## src/rtl/srs_pkg.sv

```systemverilog
package srs_pkg;

    typedef enum logic [2:0] {
        ST_IDLE,
        ST_CMD,
        ST_WR,
        ST_RD,
        ST_DONE
    } xfer_state_e;

    localparam int ADDR_PLAT = 0;
    localparam int ADDR_FW   = 1;

    localparam int FUNC_N = 2;
    localparam int GEN_N  = 3;
    localparam int DIR_N  = 3;

    localparam int NUM_BANKS = 3;
    localparam int BANK_BASE [NUM_BANKS] = '{8, 16, 24};
    localparam int BANK_LEN  [NUM_BANKS] = '{FUNC_N, GEN_N, DIR_N};

    function automatic int slot_base(int bank);
        int acc;
        acc = 0;
        for (int b = 0; b < NUM_BANKS; b++) begin
            if (b < bank) acc += BANK_LEN[b];
        end
        return acc;
    endfunction

    localparam int NUM_SLOTS = slot_base(NUM_BANKS);

    function automatic int addr_to_slot(int addr);
        int res;
        res = NUM_SLOTS;
        for (int b = 0; b < NUM_BANKS; b++) begin
            if (addr >= BANK_BASE[b] && addr < BANK_BASE[b] + BANK_LEN[b])
                res = slot_base(b) + addr - BANK_BASE[b];
        end
        return res;
    endfunction

endpackage

```

## src/rtl/srs_pin_sync.sv

```systemverilog
module srs_pin_sync #(
    parameter int WIDTH  = 3,
    parameter int STAGES = 2
) (
    input  logic             clk,
    input  logic             rst_n,
    input  logic [WIDTH-1:0] pin_i,
    output logic [WIDTH-1:0] level_o
);
    logic [STAGES-1:0][WIDTH-1:0] chain_d, chain_q;

    generate
        if (STAGES == 1) begin : g_one
            always_comb chain_d[0] = pin_i;
        end else begin : g_many
            always_comb chain_d = {chain_q[STAGES-2:0], pin_i};
        end
    endgenerate

    always_ff @(posedge clk or negedge rst_n) begin
        if (!rst_n) chain_q <= '0;
        else        chain_q <= chain_d;
    end

    assign level_o = chain_q[STAGES-1];

endmodule

```

## src/rtl/srs_edge_det.sv

```systemverilog
module srs_edge_det #(
    parameter int WIDTH = 2
) (
    input  logic             clk,
    input  logic             rst_n,
    input  logic [WIDTH-1:0] level_i,
    output logic [WIDTH-1:0] rise_o
);
    logic [WIDTH-1:0] prev_d, prev_q;

    always_comb prev_d = level_i;

    always_ff @(posedge clk or negedge rst_n) begin
        if (!rst_n) prev_q <= '0;
        else        prev_q <= prev_d;
    end

    assign rise_o = level_i & ~prev_q;

endmodule

```

## src/rtl/srs_xfer_fsm.sv

```systemverilog
module srs_xfer_fsm
    import srs_pkg::*;
#(
    parameter int ADDR_W = 7,
    parameter int DATA_W = 16
) (
    input  logic              clk,
    input  logic              rst_n,
    input  logic              en_i,
    input  logic              clr_lvl_i,
    input  logic              clr_rise_i,
    input  logic              stb_rise_i,
    input  logic              din_i,
    input  logic [DATA_W-1:0] rd_data_i,
    output logic [ADDR_W-1:0] addr_o,
    output logic              wr_en_o,
    output logic [DATA_W-1:0] wr_data_o,
    output logic              dout_o
);
    localparam int CMD_W     = ADDR_W + 1;
    localparam int CNT_MAX   = (DATA_W > CMD_W) ? DATA_W : CMD_W;
    localparam int CNT_W     = $clog2(CNT_MAX);
    localparam logic [CNT_W-1:0] CMD_LAST  = CNT_W'(CMD_W - 1);
    localparam logic [CNT_W-1:0] DATA_LAST = CNT_W'(DATA_W - 1);

    typedef struct packed {
        xfer_state_e       st;
        logic [CMD_W-1:0]  cmd;
        logic [DATA_W-1:0] data;
        logic [CNT_W-1:0]  cnt;
        logic              dout;
    } fsm_t;

    fsm_t q, n;
    logic [CMD_W-1:0] cmd_nx;
    logic [CNT_W-1:0] rd_idx;

    always_comb begin
        n         = q;
        wr_en_o   = 1'b0;
        cmd_nx    = {q.cmd[CMD_W-2:0], din_i};
        wr_data_o = {q.data[DATA_W-2:0], din_i};
        rd_idx    = DATA_LAST - q.cnt;
        if (!en_i || !clr_lvl_i) begin
            n.st   = ST_IDLE;
            n.cnt  = '0;
            n.dout = 1'b0;
        end else if (clr_rise_i) begin
            n.st   = ST_CMD;
            n.cnt  = '0;
            n.cmd  = '0;
            n.data = '0;
            n.dout = 1'b0;
        end else if (stb_rise_i) begin
            case (q.st)
                ST_CMD: begin
                    n.cmd = cmd_nx;
                    if (q.cnt == CMD_LAST) begin
                        n.cnt = '0;
                        n.st  = cmd_nx[CMD_W-1] ? ST_RD : ST_WR;
                    end else begin
                        n.cnt = q.cnt + 1'b1;
                    end
                end
                ST_WR: begin
                    n.data = wr_data_o;
                    if (q.cnt == DATA_LAST) begin
                        wr_en_o = 1'b1;
                        n.st    = ST_DONE;
                    end else begin
                        n.cnt = q.cnt + 1'b1;
                    end
                end
                ST_RD: begin
                    n.dout = rd_data_i[rd_idx];
                    if (q.cnt == DATA_LAST) n.st = ST_DONE;
                    else                    n.cnt = q.cnt + 1'b1;
                end
                default: ;
            endcase
        end
    end

    always_ff @(posedge clk or negedge rst_n) begin
        if (!rst_n) begin
            q.st   <= ST_IDLE;
            q.cmd  <= '0;
            q.data <= '0;
            q.cnt  <= '0;
            q.dout <= 1'b0;
        end else begin
            q <= n;
        end
    end

    assign addr_o = q.cmd[ADDR_W-1:0];
    assign dout_o = q.dout;

    // read data only moves on a strobe rising edge
    p_dout_hold_r5: assert property (@(posedge clk) disable iff (!rst_n)
        (en_i && clr_lvl_i && !clr_rise_i && !stb_rise_i && q.st == ST_RD)
        |=> $stable(dout_o));

    // disable forces idle and quiet output
    p_disable_idle_r10: assert property (@(posedge clk) disable iff (!rst_n)
        !en_i |=> (q.st == ST_IDLE && !dout_o));

    // a finished transfer stays finished until clear
    p_done_quiet_r11: assert property (@(posedge clk) disable iff (!rst_n)
        (en_i && clr_lvl_i && !clr_rise_i && q.st == ST_DONE)
        |=> (q.st == ST_DONE && !wr_en_o));

endmodule

```

## src/rtl/srs_reg_file.sv

```systemverilog
module srs_reg_file
    import srs_pkg::*;
#(
    parameter int          ADDR_W   = 7,
    parameter int          DATA_W   = 16,
    parameter logic [7:0]  PLAT_HI  = 8'h53,
    parameter logic [3:0]  FW_BUILD = 4'h2,
    parameter logic [3:0]  FW_MINOR = 4'h3,
    parameter logic [3:0]  FW_PATCH = 4'h7
) (
    input  logic                        clk,
    input  logic                        rst_n,
    input  logic [ADDR_W-1:0]           addr_i,
    input  logic                        wr_en_i,
    input  logic [DATA_W-1:0]           wr_data_i,
    output logic [DATA_W-1:0]           rd_data_o,
    output logic [NUM_SLOTS*DATA_W-1:0] bank_o
);
    localparam int SLOT_W = $clog2(NUM_SLOTS);
    localparam logic [DATA_W-1:0] PLAT_VAL = DATA_W'({PLAT_HI, 8'h01});
    localparam logic [DATA_W-1:0] FW_VAL   = DATA_W'({FW_BUILD, 4'h0, FW_MINOR, FW_PATCH});

    logic [NUM_SLOTS-1:0][DATA_W-1:0] bank_d, bank_q;
    int                slot;
    logic              hit;
    logic [SLOT_W-1:0] sidx;

    always_comb begin
        slot   = addr_to_slot(int'(addr_i));
        hit    = (slot < NUM_SLOTS);
        sidx   = SLOT_W'(slot);
        bank_d = bank_q;
        if (wr_en_i && hit) bank_d[sidx] = wr_data_i;
        if (addr_i == ADDR_W'(ADDR_PLAT))      rd_data_o = PLAT_VAL;
        else if (addr_i == ADDR_W'(ADDR_FW))   rd_data_o = FW_VAL;
        else if (hit)                          rd_data_o = bank_q[sidx];
        else                                   rd_data_o = '0;
    end

    always_ff @(posedge clk or negedge rst_n) begin
        if (!rst_n) bank_q <= '0;
        else        bank_q <= bank_d;
    end

    assign bank_o = bank_q;

    // contents change only on a commit
    p_hold_no_write_r4: assert property (@(posedge clk) disable iff (!rst_n)
        !wr_en_i |=> $stable(bank_q));

    // writes to identification words leave the bank untouched
    p_ro_ignore_r9: assert property (@(posedge clk) disable iff (!rst_n)
        (wr_en_i && (addr_i == ADDR_W'(ADDR_PLAT) || addr_i == ADDR_W'(ADDR_FW)))
        |=> $stable(bank_q));

endmodule

```

## src/rtl/strobe_reg_slave.sv

```systemverilog
module strobe_reg_slave
    import srs_pkg::*;
#(
    parameter int         ADDR_W      = 7,
    parameter int         DATA_W      = 16,
    parameter int         SYNC_STAGES = 2,
    parameter logic [7:0] PLAT_HI     = 8'h53,
    parameter logic [3:0] FW_BUILD    = 4'h2,
    parameter logic [3:0] FW_MINOR    = 4'h3,
    parameter logic [3:0] FW_PATCH    = 4'h7
) (
    input  logic                       clk,
    input  logic                       rst_n,
    input  logic                       en_i,
    input  logic                       clr_i,
    input  logic                       stb_i,
    input  logic                       din_i,
    output logic                       dout_o,
    output logic [FUNC_N*DATA_W-1:0]   func_en_o,
    output logic [GEN_N*DATA_W-1:0]    gpio_en_o,
    output logic [DIR_N*DATA_W-1:0]    gpio_dir_o
);
    localparam int FUNC_LO = slot_base(0) * DATA_W;
    localparam int GEN_LO  = slot_base(1) * DATA_W;
    localparam int DIR_LO  = slot_base(2) * DATA_W;

    logic [2:0]              pins_s;
    logic [1:0]              rise;
    logic [ADDR_W-1:0]       addr;
    logic                    wr_en;
    logic [DATA_W-1:0]       wr_data;
    logic [DATA_W-1:0]       rd_data;
    logic [NUM_SLOTS*DATA_W-1:0] bank;

    srs_pin_sync #(.WIDTH(3), .STAGES(SYNC_STAGES)) u_sync (
        .clk    (clk),
        .rst_n  (rst_n),
        .pin_i  ({clr_i, stb_i, din_i}),
        .level_o(pins_s)
    );

    srs_edge_det #(.WIDTH(2)) u_edge (
        .clk    (clk),
        .rst_n  (rst_n),
        .level_i(pins_s[2:1]),
        .rise_o (rise)
    );

    srs_xfer_fsm #(.ADDR_W(ADDR_W), .DATA_W(DATA_W)) u_fsm (
        .clk       (clk),
        .rst_n     (rst_n),
        .en_i      (en_i),
        .clr_lvl_i (pins_s[2]),
        .clr_rise_i(rise[1]),
        .stb_rise_i(rise[0]),
        .din_i     (pins_s[0]),
        .rd_data_i (rd_data),
        .addr_o    (addr),
        .wr_en_o   (wr_en),
        .wr_data_o (wr_data),
        .dout_o    (dout_o)
    );

    srs_reg_file #(
        .ADDR_W  (ADDR_W),
        .DATA_W  (DATA_W),
        .PLAT_HI (PLAT_HI),
        .FW_BUILD(FW_BUILD),
        .FW_MINOR(FW_MINOR),
        .FW_PATCH(FW_PATCH)
    ) u_regs (
        .clk      (clk),
        .rst_n    (rst_n),
        .addr_i   (addr),
        .wr_en_i  (wr_en),
        .wr_data_i(wr_data),
        .rd_data_o(rd_data),
        .bank_o   (bank)
    );

    assign func_en_o  = bank[FUNC_LO +: FUNC_N*DATA_W];
    assign gpio_en_o  = bank[GEN_LO  +: GEN_N*DATA_W];
    assign gpio_dir_o = bank[DIR_LO  +: DIR_N*DATA_W];

endmodule

```

## config.mk

```make
export PLATFORM = sky130hd
export DESIGN_NAME = strobe_reg_slave
export DESIGN_NICKNAME = d
export VERILOG_FILES = /design/src/rtl/srs_pkg.sv /design/src/rtl/srs_pin_sync.sv /design/src/rtl/srs_edge_det.sv /design/src/rtl/srs_xfer_fsm.sv /design/src/rtl/srs_reg_file.sv /design/src/rtl/strobe_reg_slave.sv
export SDC_FILE = /design/constraint.sdc
export NUM_CORES = 1
export LEC_CHECK = 0
export BUFFER_PORTS_ARGS = -buffer_cell sky130_fd_sc_hd__buf_4
export CORE_UTILIZATION = 48
export CTS_BUF_LIST = sky130_fd_sc_hd__clkbuf_16
export CTS_CLUSTER_SIZE = 24
export DETAILED_ROUTE_END_ITERATION = 7
export GPL_TIMING_DRIVEN = 0
export PLACE_DENSITY = 0.8
export SETUP_SLACK_MARGIN = 0.3
export SLEW_MARGIN = 20
export SYNTH_ARGS = -nofsm -noshare
export SYNTH_HDL_FRONTEND = slang
export SYNTH_HIERARCHICAL = 1
export SYNTH_SLANG_ARGS = --single-unit
```

## constraint.sdc

```tcl
create_clock -name clk -period 3.9 [get_ports clk]
set_input_delay 0.78 -clock clk [delete_from_list [all_inputs] [get_ports clk]]
set_output_delay 0.78 -clock clk [all_outputs]
set_load 0.005 [all_outputs]
```

==> results.sh, run 1 <==
export IMPL_status="finished, violations left"
export IMPL_failed_checks="setup timing"
export IMPL_r2r_setup_slack_ps=-260
export IMPL_grt_max_degree=96
export IMPL_row_count=49
export IMPL_maxCapViolCount=0
export IMPL_synth_main_ff_cell="dfrtp_1"
export IMPL_hold_path_class="input pin to asynchronous set/reset pin"
export IMPL_synth_edf_count=0
export IMPL_fin_nets=959
export IMPL_crit_reg2reg_launch="u_fsm/addr_o[2]$_DFFE_PN0P_"
export IMPL_num_antenna_cells=0
export IMPL_gp_congestion=0.969
export IMPL_p_leak_nw=5.55
export IMPL_synth_area_per_cell_um2=11.9
export IMPL_peakVddDrop_mv=0.345
export IMPL_setup_ws_ps=-257
export IMPL_yosys_top_cells_area="dfrtp_1 (47%), mux2_2 (11%), mux2_4 (3.7%)"
export IMPL_cts_tree="built"
export IMPL_hold_slack_ps=314
export IMPL_drive_above_1_share=0.482
export IMPL_startpoint="u_fsm/addr_o[2]$_DFFE_PN0P_"
export IMPL_clk_pin_slew_ps=60
export IMPL_yosysSeqAreaShare=0.470
export IMPL_die_w_um=138
export IMPL_power_frac_seq=0.395
export IMPL_die_h_um=138
export IMPL_relSlewSlack=0.463
export IMPL_cpPeakStageDelay_ps=620
export IMPL_grt_antenna_before_repair=0
export IMPL_r2r_end="u_fsm/dout_o$_DFFE_PN0P_"
export IMPL_critPathMostFrequentCell="nand3_1"
export IMPL_die_area_um2=19000
export IMPL_via_count=7639
export IMPL_syn_nets=759
export IMPL_globalRouteTotalUtil=0.313
export IMPL_via_per_inst=6.47
export IMPL_ctsHtreeMaxLevel=4
export IMPL_min_period_ps=4160
export IMPL_ys_ff_latch=166
export IMPL_required_ps=4270
export IMPL_postLayoutCoreUtil=0.640
export IMPL_hpwl_um=19000
export IMPL_synth_area_um2=8840
export IMPL_cts_buffer_depth=2
export IMPL_worstSkewPairLatency_ps=440
export IMPL_power_mw=4.45
export IMPL_p_switching_mw=1.37
export IMPL_yosys_area_top_type="dfrtp_1"
export IMPL_combPwrFrac=0.238
export IMPL_rsz0062_at_grt="true"
export IMPL_skew_ps=8.94
export IMPL_post_synth_top_count_cell="dfrtp_1"
export IMPL_design_core_area_um2=18000
export IMPL_max_freq_mhz=241
export IMPL_netlist_instances=740
export IMPL_grt_first_pass_wirelength_um=42600
export IMPL_worstPathMaxFanout=8
export IMPL_maxSlewViolCount=0
export IMPL_p_int_mw=3.08
export IMPL_drtIter0Drc=836
export IMPL_setup_violations=1
export IMPL_antenna_left=0
export IMPL_critical_path_arrival_ps=4520
export IMPL_wl_um=30200
export IMPL_synthesis_yosys_warnings=6
export IMPL_syn2layout_area_growth_pct=30.6
export IMPL_numCtsBuffers=17
export IMPL_end_kind="flop"
export IMPL_cts_hold_buf=0
export IMPL_fill_cells=1360
export IMPL_cp_endpoint="u_fsm/dout_o$_DFFE_PN0P_"
export IMPL_path_cells="buf_6, buf_8, inv_6, ha_4, or3b_4, o311ai_4, nand4_1, buf_6, and3_4, buf_8, buf_4, nand3_1, o22ai_1, o31ai_1, mux2i_1, nand3_1, o2111ai_2, nand3_1"
export IMPL_drc_errors=0
export IMPL_cts_root_buf="clkbuf_16"
export IMPL_firstDrtPassIters=5
export IMPL_start_util=0.490
export IMPL_wl_per_cell_um=25.6
export IMPL_io_pin_count=135
export IMPL_power_share_clock=0.367
export IMPL_synth_top_area_frac=0.470
export IMPL_hold_viol=0
export IMPL_synth_cell_type_count=88
export IMPL_async_flop_share=1.00
export IMPL_p_per_area_nw_per_um2=386
export IMPL_synth_common_cells="dfrtp_1 (166), mux2_2 (90), nand2_1 (64), buf_4 (32), nor3_1 (27)"
export IMPL_grt_pass1_vias=7100
export IMPL_regArea_um2=4150
export IMPL_numClockSinks=166
export IMPL_post_route_period_util=1.07
export IMPL_multi_input_area_um2=4450
export IMPL_cp_slowest_cell="o31ai_1"
export IMPL_p_sw_frac=0.308
export IMPL_overflow=0
export IMPL_rr_worst_depth=18
export IMPL_worst_setup_path_start_kind="flop"
export IMPL_portBuffers=134
export IMPL_tightest_slew_ps=797
export IMPL_worstSetupPathType="flop to flop"
[cell usage in the layout, fill, tap and decap left out, types with 17 or more instances in the layout]
| cell | count |
|---|---|
| buf_4 | 201 |
| buf_6 | 17 |
| clkbuf_16 | 19 |
| dfrtp_1 | 166 |
| mux2_1 | 25 |
| mux2_2 | 90 |
| mux2_4 | 22 |
| nand2_1 | 62 |
| nor3_1 | 24 |
| o21ai_1 | 22 |
[cells by family (layout without fill, tap and decap cells)]
family          count (synthesis)  after routing  synth area share
compound gates                143            143             0.124
xor+xnor                        1              1          0.000991
fa+ha+maj                      14             14            0.0195
buf+inv                        80            291            0.0612
flops                         166            166             0.470
mux                           146            146             0.197
simple gates                  190            190             0.127
[power by group through the flow]
| stage | sequential (mW) | clock (mW) | combinational (mW) |
|---|---|---|---|
| 6_report | 1.76 | 1.63 | 1.06 |
| 5_1_grt | 1.76 | 1.71 | 1.09 |
| 4_1_cts | 1.76 | 1.64 | 0.838 |
| 3_5_place_dp | 1.79 | 0 | 0.742 |
| 3_3_place_gp | 1.79 | 0 | 0.727 |
| 2_1_floorplan | 1.79 | 0 | 0.505 |
[routing by layer]
layer | track usage | part of all wire | vias up
met5 | 0 | 0 | -
met2 | 0.456 | 0.45 | 593
li1 | - | - | 3129
met3 | 0.102 | 0.12 | 151
met4 | 0.147 | 0.055 | 0
met1 | 0.419 | 0.38 | 3766
[layout make-up]
cell class                      instances  share of cell area
Multi-Input combinational cell        494               0.386
Inverter                               15             0.00618
Clock buffer                           17              0.0369
Buffer                                 65              0.0494
Tap cell                              229              0.0248
Sequential cell                       166               0.360
Clock inverter                         13              0.0116
Timing Repair Buffer                  181               0.126
[registers in the layout (all words and copies together) (netlist names)]
register,count
u_fsm/wr_data_o,15
u_sync/chain_d,3
u_sync/level_o,3
u_fsm/addr_o,7
u_fsm/q,7
u_regs/bank_o,128
u_edge/prev_q,2
u_fsm/dout_o,1
[repair_timing]
action	in CTS	in global routing
endpoints found under the setup margin	87	57
cloned	0	2
setup buffers	26	18
resized for setup	36	55
endpoints found under the hold margin	0	0
pin swaps	16	15
[worst min-delay path by stage]
stage	end	start	slack (ps)	depth (start not counted)
2_1_floorplan	u_sync/level_o[0]$_DFF_PN0_	u_sync/chain_d[3]$_DFF_PN0_	330	0
3_3_place_gp	u_sync/level_o[0]$_DFF_PN0_	u_sync/chain_d[3]$_DFF_PN0_	340	0
3_5_place_dp	u_sync/level_o[0]$_DFF_PN0_	u_sync/chain_d[3]$_DFF_PN0_	340	0
4_1_cts	u_fsm/q[29]$_DFFE_PN0P_	rst_n	330	1
5_1_grt	u_sync/chain_d[5]$_DFF_PN0_	rst_n	340	1
6_report	u_sync/chain_d[5]$_DFF_PN0_	rst_n	310	1
[per-stage QoR]
step                      worst slack [ps]  cell area (µm²)  TNS [ps]  std cells
after global placement                -401            10100      -401       1103
after detailed placement              -470            10200      -470       1104
after CTS                              150            11100         0       1160
after global routing                  -310            11500      -310       1180
final                                 -257            11500      -257       1180
after floorplan                        350             8840         0        740
[worst max-delay path: cells and delay by family (launching register included)]
family          cells  cell delay [ps]
compound gates      4             1060
fa+ha+maj           1              150
buf+inv             6              770
flops               1              360
mux                 1              320
simple gates        6             1410
Power figures use the tool's default switching activity.
==> run 2: changes to the inputs <==
--- a/config.mk
+++ b/config.mk
@@ -7,12 +7,12 @@
 export LEC_CHECK = 0
 export BUFFER_PORTS_ARGS = -buffer_cell sky130_fd_sc_hd__buf_4
 export CORE_UTILIZATION = 48
-export CTS_BUF_LIST = sky130_fd_sc_hd__clkbuf_16
+export CTS_BUF_LIST = sky130_fd_sc_hd__clkbuf_8 sky130_fd_sc_hd__clkbuf_16
 export CTS_CLUSTER_SIZE = 24
 export DETAILED_ROUTE_END_ITERATION = 7
 export GPL_TIMING_DRIVEN = 0
 export PLACE_DENSITY = 0.8
-export SETUP_SLACK_MARGIN = 0.3
+export SETUP_SLACK_MARGIN = 0.05
 export SLEW_MARGIN = 20
 export SYNTH_ARGS = -nofsm -noshare
 export SYNTH_HDL_FRONTEND = slang
==> constraint.sdc (replaced) <==
create_clock -name clk -period 3.7 [get_ports clk]
set_input_delay 0.74 -clock clk [delete_from_list [all_inputs] [get_ports clk]]
set_output_delay 0.74 -clock clk [all_outputs]
set_load 0.005 [all_outputs]
==> results.sh, run 2 (synthesis gave the netlist of run 1 again) <==
export IMPL_grt_pass1_vias=7267
export IMPL_overflow=0
export IMPL_finalNonFillerCells=1195
export IMPL_ctsHtreeMaxLevel=4
export IMPL_dpl_cell_area_um2=10200
export IMPL_fin_nets=974
export IMPL_cp_slowest_cell="mux4_2"
export IMPL_r2r_setup_slack_ps=-60
export IMPL_critical_path_arrival_ps=4070
export IMPL_rsz0062_at_grt="true"
export IMPL_die_h_um=138
export IMPL_grt_first_pass_wirelength_um=42300
export IMPL_grt_max_degree=92
export IMPL_via_per_inst=6.41
export IMPL_p_per_area_nw_per_um2=407
export IMPL_via_count=7659
export IMPL_postLayoutCoreUtil=0.651
export IMPL_drive_above_1_share=0.502
export IMPL_cpPeakStageDelay_ps=530
export IMPL_worstSetupPathType="flop to flop"
export IMPL_cts_buffer_depth=2
export IMPL_globalRouteTotalUtil=0.312
export IMPL_required_ps=4010
export IMPL_relSlewSlack=0.451
export IMPL_maxCapViolCount=0
export IMPL_skew_ps=14.7
export IMPL_firstDrtPassIters=7
export IMPL_start_util=0.490
export IMPL_end_kind="flop"
export IMPL_critPathTopFamily="compound AO/OA/AOI/OAI gates"
export IMPL_numClockSinks=166
export IMPL_path_cells="buf_6, buf_6, inv_4, ha_4, a21oi_4, o311a_4, o211ai_4, and2_4, buf_8, buf_4, nand3_4, o22ai_1, a211oi_1, mux4_2, o2111ai_2, nand3_1"
export IMPL_mostFrequentLayoutCell="buf_4"
export IMPL_num_antenna_cells=0
export IMPL_maxSlewViolCount=0
export IMPL_critical_path_buf_inv_count=5
export IMPL_largest_register_ffs=128
export IMPL_gp_congestion=0.969
export IMPL_peakVddDrop_mv=0.388
export IMPL_die_area_um2=19000
export IMPL_drtIter0Drc=1025
export IMPL_clk_pin_slew_ps=60
export IMPL_worstPathMaxFanout=9
export IMPL_syn2layout_area_growth_pct=32.9
export IMPL_tightest_slew_ps=815
export IMPL_cts_tree="built"
export IMPL_portBuffers=134
export IMPL_wl_per_cell_um=25.4
export IMPL_critPathMostFrequentCell="buf_6"
export IMPL_hold_path_class="input pin to asynchronous set/reset pin"
export IMPL_row_count=49
export IMPL_worst_setup_path_start_kind="flop"
export IMPL_grt_antenna_before_repair=0
export IMPL_antenna_left=0
export IMPL_max_freq_mhz=266
export IMPL_dp_cells=1104
export IMPL_design_area_um2=11700
export IMPL_setup_tns_ps=-56.9
export IMPL_worstSkewPairLatency_ps=440
export IMPL_drc_errors=0
export IMPL_min_period_ps=3760
export IMPL_setup_ws_ps=-56.9
export IMPL_design_core_area_um2=18000
export IMPL_hold_viol=0
export IMPL_die_w_um=138
export IMPL_post_place_ws_ps=-657
export IMPL_post_route_period_util=1.02
export IMPL_status="finished, violations left"
export IMPL_cts_root_buf="clkbuf_16"
export IMPL_hpwl_um=19200
export IMPL_numCtsBuffers=17
export IMPL_p_leak_nw=5.62
export IMPL_cts_hold_buf=0
export IMPL_wl_um=30400
export IMPL_final_cell_mix="buf_4 (213), dfrtp_1 (166), mux2_2 (89), nand2_1 (62), mux2_1 (25)"
export IMPL_setup_violations=1
export IMPL_io_pin_count=135
export IMPL_failed_checks="setup timing"
[run 2: changes by cell type in the layout (fill, tap and decap cells not counted), sizes merged]
cell	delta
clkinvlp	-7
clkinv	+4
nand2	+1
buf	+16
bufinv	+1
[run 2: per-stage QoR]
step	hold slack [ps]	power, mW
CTS	350	4.54
global placement	335	2.66
global route	356	4.89
floorplan	331	2.41
detailed placement	336	2.67
finish	328	4.78
[run 2: report_power, final]
group / total [mW] / internal (mW) / switching (mW)
registers: 1.85 / 1.84 / 0.0184
clock network: 1.79 / 1.08 / 0.714
logic: 1.13 / 0.444 / 0.684
total: 4.78 / 3.36 / 1.42
[run 2: layout make-up]
class | instances | area (µm²)
Clock inverter | 11 | 136
Fill cell | 1263 | 6280
Sequential cell | 166 | 4150
Multi-Input combinational cell | 495 | 4520
Inverter | 15 | 66.3
Tap cell | 229 | 287
Timing Repair Buffer | 196 | 1550
Buffer | 64 | 573
Clock buffer | 19 | 453
[run 2: worst paths after layout]
path | start | end | cells past startpoint
hold reg to reg | u_sync/chain_d[5]$_DFF_PN0_ | u_sync/level_o[2]$_DFF_PN0_ | 0
max in group asynchronous | rst_n | u_regs/bank_o[1]$_DFFE_PN0P_ | 2
min in group clk | u_sync/chain_d[5]$_DFF_PN0_ | u_sync/level_o[2]$_DFF_PN0_ | 0
setup / recovery | u_fsm/addr_o[3]$_DFFE_PN0P_ | u_fsm/dout_o$_DFFE_PN0P_ | 16
hold / removal | rst_n | u_regs/bank_o[26]$_DFFE_PN0P_ | 1
setup reg to reg | u_fsm/addr_o[3]$_DFFE_PN0P_ | u_fsm/dout_o$_DFFE_PN0P_ | 16
[run 2: metal layers]
| layer | track usage | part of all wire | vias to the layer above |
|---|---|---|---|
| li1 | - | - | 3159 |
| met1 | 0.418 | 0.37 | 3749 |
| met2 | 0.471 | 0.45 | 626 |
| met3 | 0.0784 | 0.14 | 125 |
| met4 | 0.147 | 0.048 | 0 |
| met5 | 0 | 0 | - |
[run 2: timing repair]
item | 4_1_cts | 5_1_grt
gates cloned | 0 | 3
resized for setup | 36 | 72
endpoints found under the setup margin | 72 | 91
setup buffers | 20 | 39
pin swaps | 8 | 27
==> run 3: changes to the inputs <==
--- a/config.mk
+++ b/config.mk
@@ -5,13 +5,14 @@
 export SDC_FILE = /design/constraint.sdc
 export NUM_CORES = 1
 export LEC_CHECK = 0
+export ABC_AREA = 1
 export BUFFER_PORTS_ARGS = -buffer_cell sky130_fd_sc_hd__buf_4
 export CORE_UTILIZATION = 48
 export CTS_BUF_LIST = sky130_fd_sc_hd__clkbuf_8 sky130_fd_sc_hd__clkbuf_16
 export CTS_CLUSTER_SIZE = 24
 export DETAILED_ROUTE_END_ITERATION = 7
 export GPL_TIMING_DRIVEN = 0
-export PLACE_DENSITY = 0.8
+export PLACE_DENSITY = 0.77
 export SETUP_SLACK_MARGIN = 0.05
 export SLEW_MARGIN = 20
 export SYNTH_ARGS = -nofsm -noshare
==> constraint.sdc (replaced) <==
create_clock -name clk -period 3.58 [get_ports clk]
set_input_delay 0.716 -clock clk [delete_from_list [all_inputs] [get_ports clk]]
set_output_delay 0.716 -clock clk [all_outputs]
set_load 0.005 [all_outputs]
==> results.sh, run 3 <==
export IMPL_status="finished, final reports clean"
export IMPL_numClockSinks=166
export IMPL_post_synth_top_count_cell="nand2_1"
export IMPL_grt_antenna_before_repair=0
export IMPL_drc_errors=0
export IMPL_num_antenna_cells=0
export IMPL_synth_main_ff_cell="dfrtp_1"
export IMPL_io_pin_count=135
export IMPL_design_core_area_um2=18700
export IMPL_worst_setup_path_start_kind="flop"
export IMPL_maxCapViolCount=0
export IMPL_setup_violations=0
export IMPL_cts_tree="built"
export IMPL_hold_slack_ps=223
export IMPL_firstDrtPassIters=6
export IMPL_end_kind="flop"
export IMPL_post_route_period_util=0.921
export IMPL_die_h_um=140
export IMPL_synthesis_yosys_warnings=6
export IMPL_syn_nets=1228
export IMPL_p_leak_nw=5.87
export IMPL_dp_cells=1578
export IMPL_numCtsBuffers=17
export IMPL_yosysSeqAreaShare=0.454
export IMPL_antenna_left=0
export IMPL_min_period_ps=3300
export IMPL_clk_pin_slew_ps=70
export IMPL_die_area_um2=19600
export IMPL_async_flop_share=1.00
export IMPL_synth_area_um2=9150
export IMPL_synth_cell_type_count=37
export IMPL_final_cell_mix="nand2_1 (366), buf_4 (170), dfrtp_1 (166), inv_1 (153), o21ai_0 (136)"
export IMPL_start_util=0.489
export IMPL_overflow=0
export IMPL_tightest_slew_ps=736
export IMPL_die_w_um=140
export IMPL_hpwl_um=20100
export IMPL_synth_area_per_cell_um2=7.56
export IMPL_row_count=50
export IMPL_synth_common_cells="nand2_1 (366), dfrtp_1 (166), inv_1 (155), o21ai_0 (136), nand3_1 (75)"
export IMPL_globalRouteTotalUtil=0.281
export IMPL_max_freq_mhz=303
export IMPL_rsz0062_at_grt="false"
export IMPL_cts_hold_buf=0
export IMPL_yosys_top_cells_area="dfrtp_1 (45%), nand2_1 (15%), o21ai_0 (7.4%)"
export IMPL_multi_input_area_um2=3850
export IMPL_setup_tns_ps=0
export IMPL_worstSetupPathType="flop to flop"
export IMPL_yosys_area_top_type="dfrtp_1"
export IMPL_syn2layout_area_growth_pct=21.3
export IMPL_grt_max_degree=97
export IMPL_wl_um=26900
export IMPL_drive_above_1_share=0.228
export IMPL_worstSkewPairLatency_ps=430
export IMPL_relSlewSlack=0.506
export IMPL_power_mw=6.13
export IMPL_hold_path_class="input pin to asynchronous set/reset pin"
export IMPL_regArea_um2=4150
export IMPL_required_ps=3950
export IMPL_finalNonFillerCells=1612
export IMPL_ys_ff_latch=166
export IMPL_cts_root_buf="clkbuf_16"
export IMPL_synth_edf_count=0
export IMPL_grt_first_pass_wirelength_um=42600
export IMPL_fin_nets=1384
export IMPL_portBuffers=134
export IMPL_netlist_instances=1209
export IMPL_ctsHtreeMaxLevel=4
export IMPL_fill_cells=1664
export IMPL_via_per_inst=5.33
export IMPL_mostFrequentLayoutCell="nand2_1"
export IMPL_peakVddDrop_mv=0.428
export IMPL_hold_viol=0
export IMPL_wl_per_cell_um=16.7
export IMPL_drtIter0Drc=826
export IMPL_critical_path_arrival_ps=3670
export IMPL_p_per_area_nw_per_um2=553
export IMPL_r2r_setup_slack_ps=280
export IMPL_worstPathMaxFanout=12
export IMPL_largest_register_ffs=128
export IMPL_gp_congestion=0.942
export IMPL_via_count=8584
export IMPL_maxSlewViolCount=0
export IMPL_cts_buffer_depth=2
export IMPL_synth_top_area_frac=0.454
export IMPL_grt_pass1_vias=8045
export IMPL_skew_ps=8.99
## run 3: cell count changes in the layout (fill, tap and decap cells not counted), moves of 23 or more
cell     before  now
buf_2        10   35
buf_4       213  170
inv_1        14  153
mux2_1       25    0
mux2_2       89    0
mux2_4       23    0
nand2_1      62  366
nand3_1      10   75
nor2_1       13   69
o21ai_0      13  136
## run 3: timing repair
item	CTS	global route
buffers inserted	0	3
gates resized for setup	0	11
endpoints found under the setup margin	1	1
pin swaps	0	1
## run 3: cell type report
cell class                 count  share of cell area
sequential                   166               0.374
multi-input combinational    794               0.347
timing repair buffer         138              0.0958
inverter                     166              0.0563
buffer                        82              0.0481
clock buffer                  18              0.0396
tap                          234              0.0264
clock inverter                14              0.0121
## run 3: stage by stage
stage / util / area, µm² / worst slack, ps
after floorplan: - / 9150 / 828
after global placement: 0.558 / 10400 / 129
after detailed placement: 0.560 / 10500 / 76.4
after CTS: 0.591 / 11000 / 142
after global routing: 0.593 / 11100 / 54.1
final: 0.593 / 11100 / 283
## run 3: cell families (layout without fill, tap and decap cells)
logic type	count (synthesis)	after routing	share of synthesized area
buffers and inverters	249	418	0.126
AO/OA/AOI/OAI	203	203	0.118
XOR/XNOR	1	1	0.000958
flip-flops	166	166	0.454
adder cells (fa/ha/maj)	13	13	0.0178
AND/OR/NAND/NOR	577	577	0.283
## run 3: worst paths after layout
kind / from / end / depth (start not counted)
max: u_fsm/addr_o[1]$_DFFE_PN0P_ / u_fsm/dout_o$_DFFE_PN0P_ / 24
min: rst_n / u_regs/bank_o[38]$_DFFE_PN0P_ / 1
max reg2reg: u_fsm/addr_o[1]$_DFFE_PN0P_ / u_fsm/dout_o$_DFFE_PN0P_ / 24
min reg2reg: u_sync/chain_d[4]$_DFF_PN0_ / u_sync/level_o[1]$_DFF_PN0_ / 0
max in group asynchronous: rst_n / u_regs/bank_o[100]$_DFFE_PN0P_ / 2
min in group clk: u_sync/chain_d[4]$_DFF_PN0_ / u_sync/level_o[1]$_DFF_PN0_ / 0
## run 3: metal layers
layer  vias up  track usage  wire (µm)
li1       4099            -          -
met1      3989        0.367      11200
met2       429        0.457      12700
met3        67       0.0523       2200
met4         0        0.122        810
met5         -            0          0
## run 3: power breakdown
group,internal (mW),leakage [nW],switching (mW)
registers,1.97,1.76,0.0704
clock network,0.940,0.278,0.843
logic,0.696,3.83,1.61
total,3.61,5.87,2.53
## run 3: worst max-delay path, cell delays in order (launching register included)
cell	delay, ps
dfrtp_1	380
buf_4	190
ha_1	180
inv_1	40
a21oi_1	190
nor2_1	70
ha_1	280
nand2_1	50
nor3_1	160
nand3_1	100
nand2_1	80
nand2_1	120
clkinv_2	240
nand2_1	190
a21oi_1	160
nand3_1	130
nand2_1	80
inv_1	50
nand2_1	60
nand3_1	80
nand3_1	100
nand3_1	110
nand3_1	100
nand2_1	50
inv_1	50
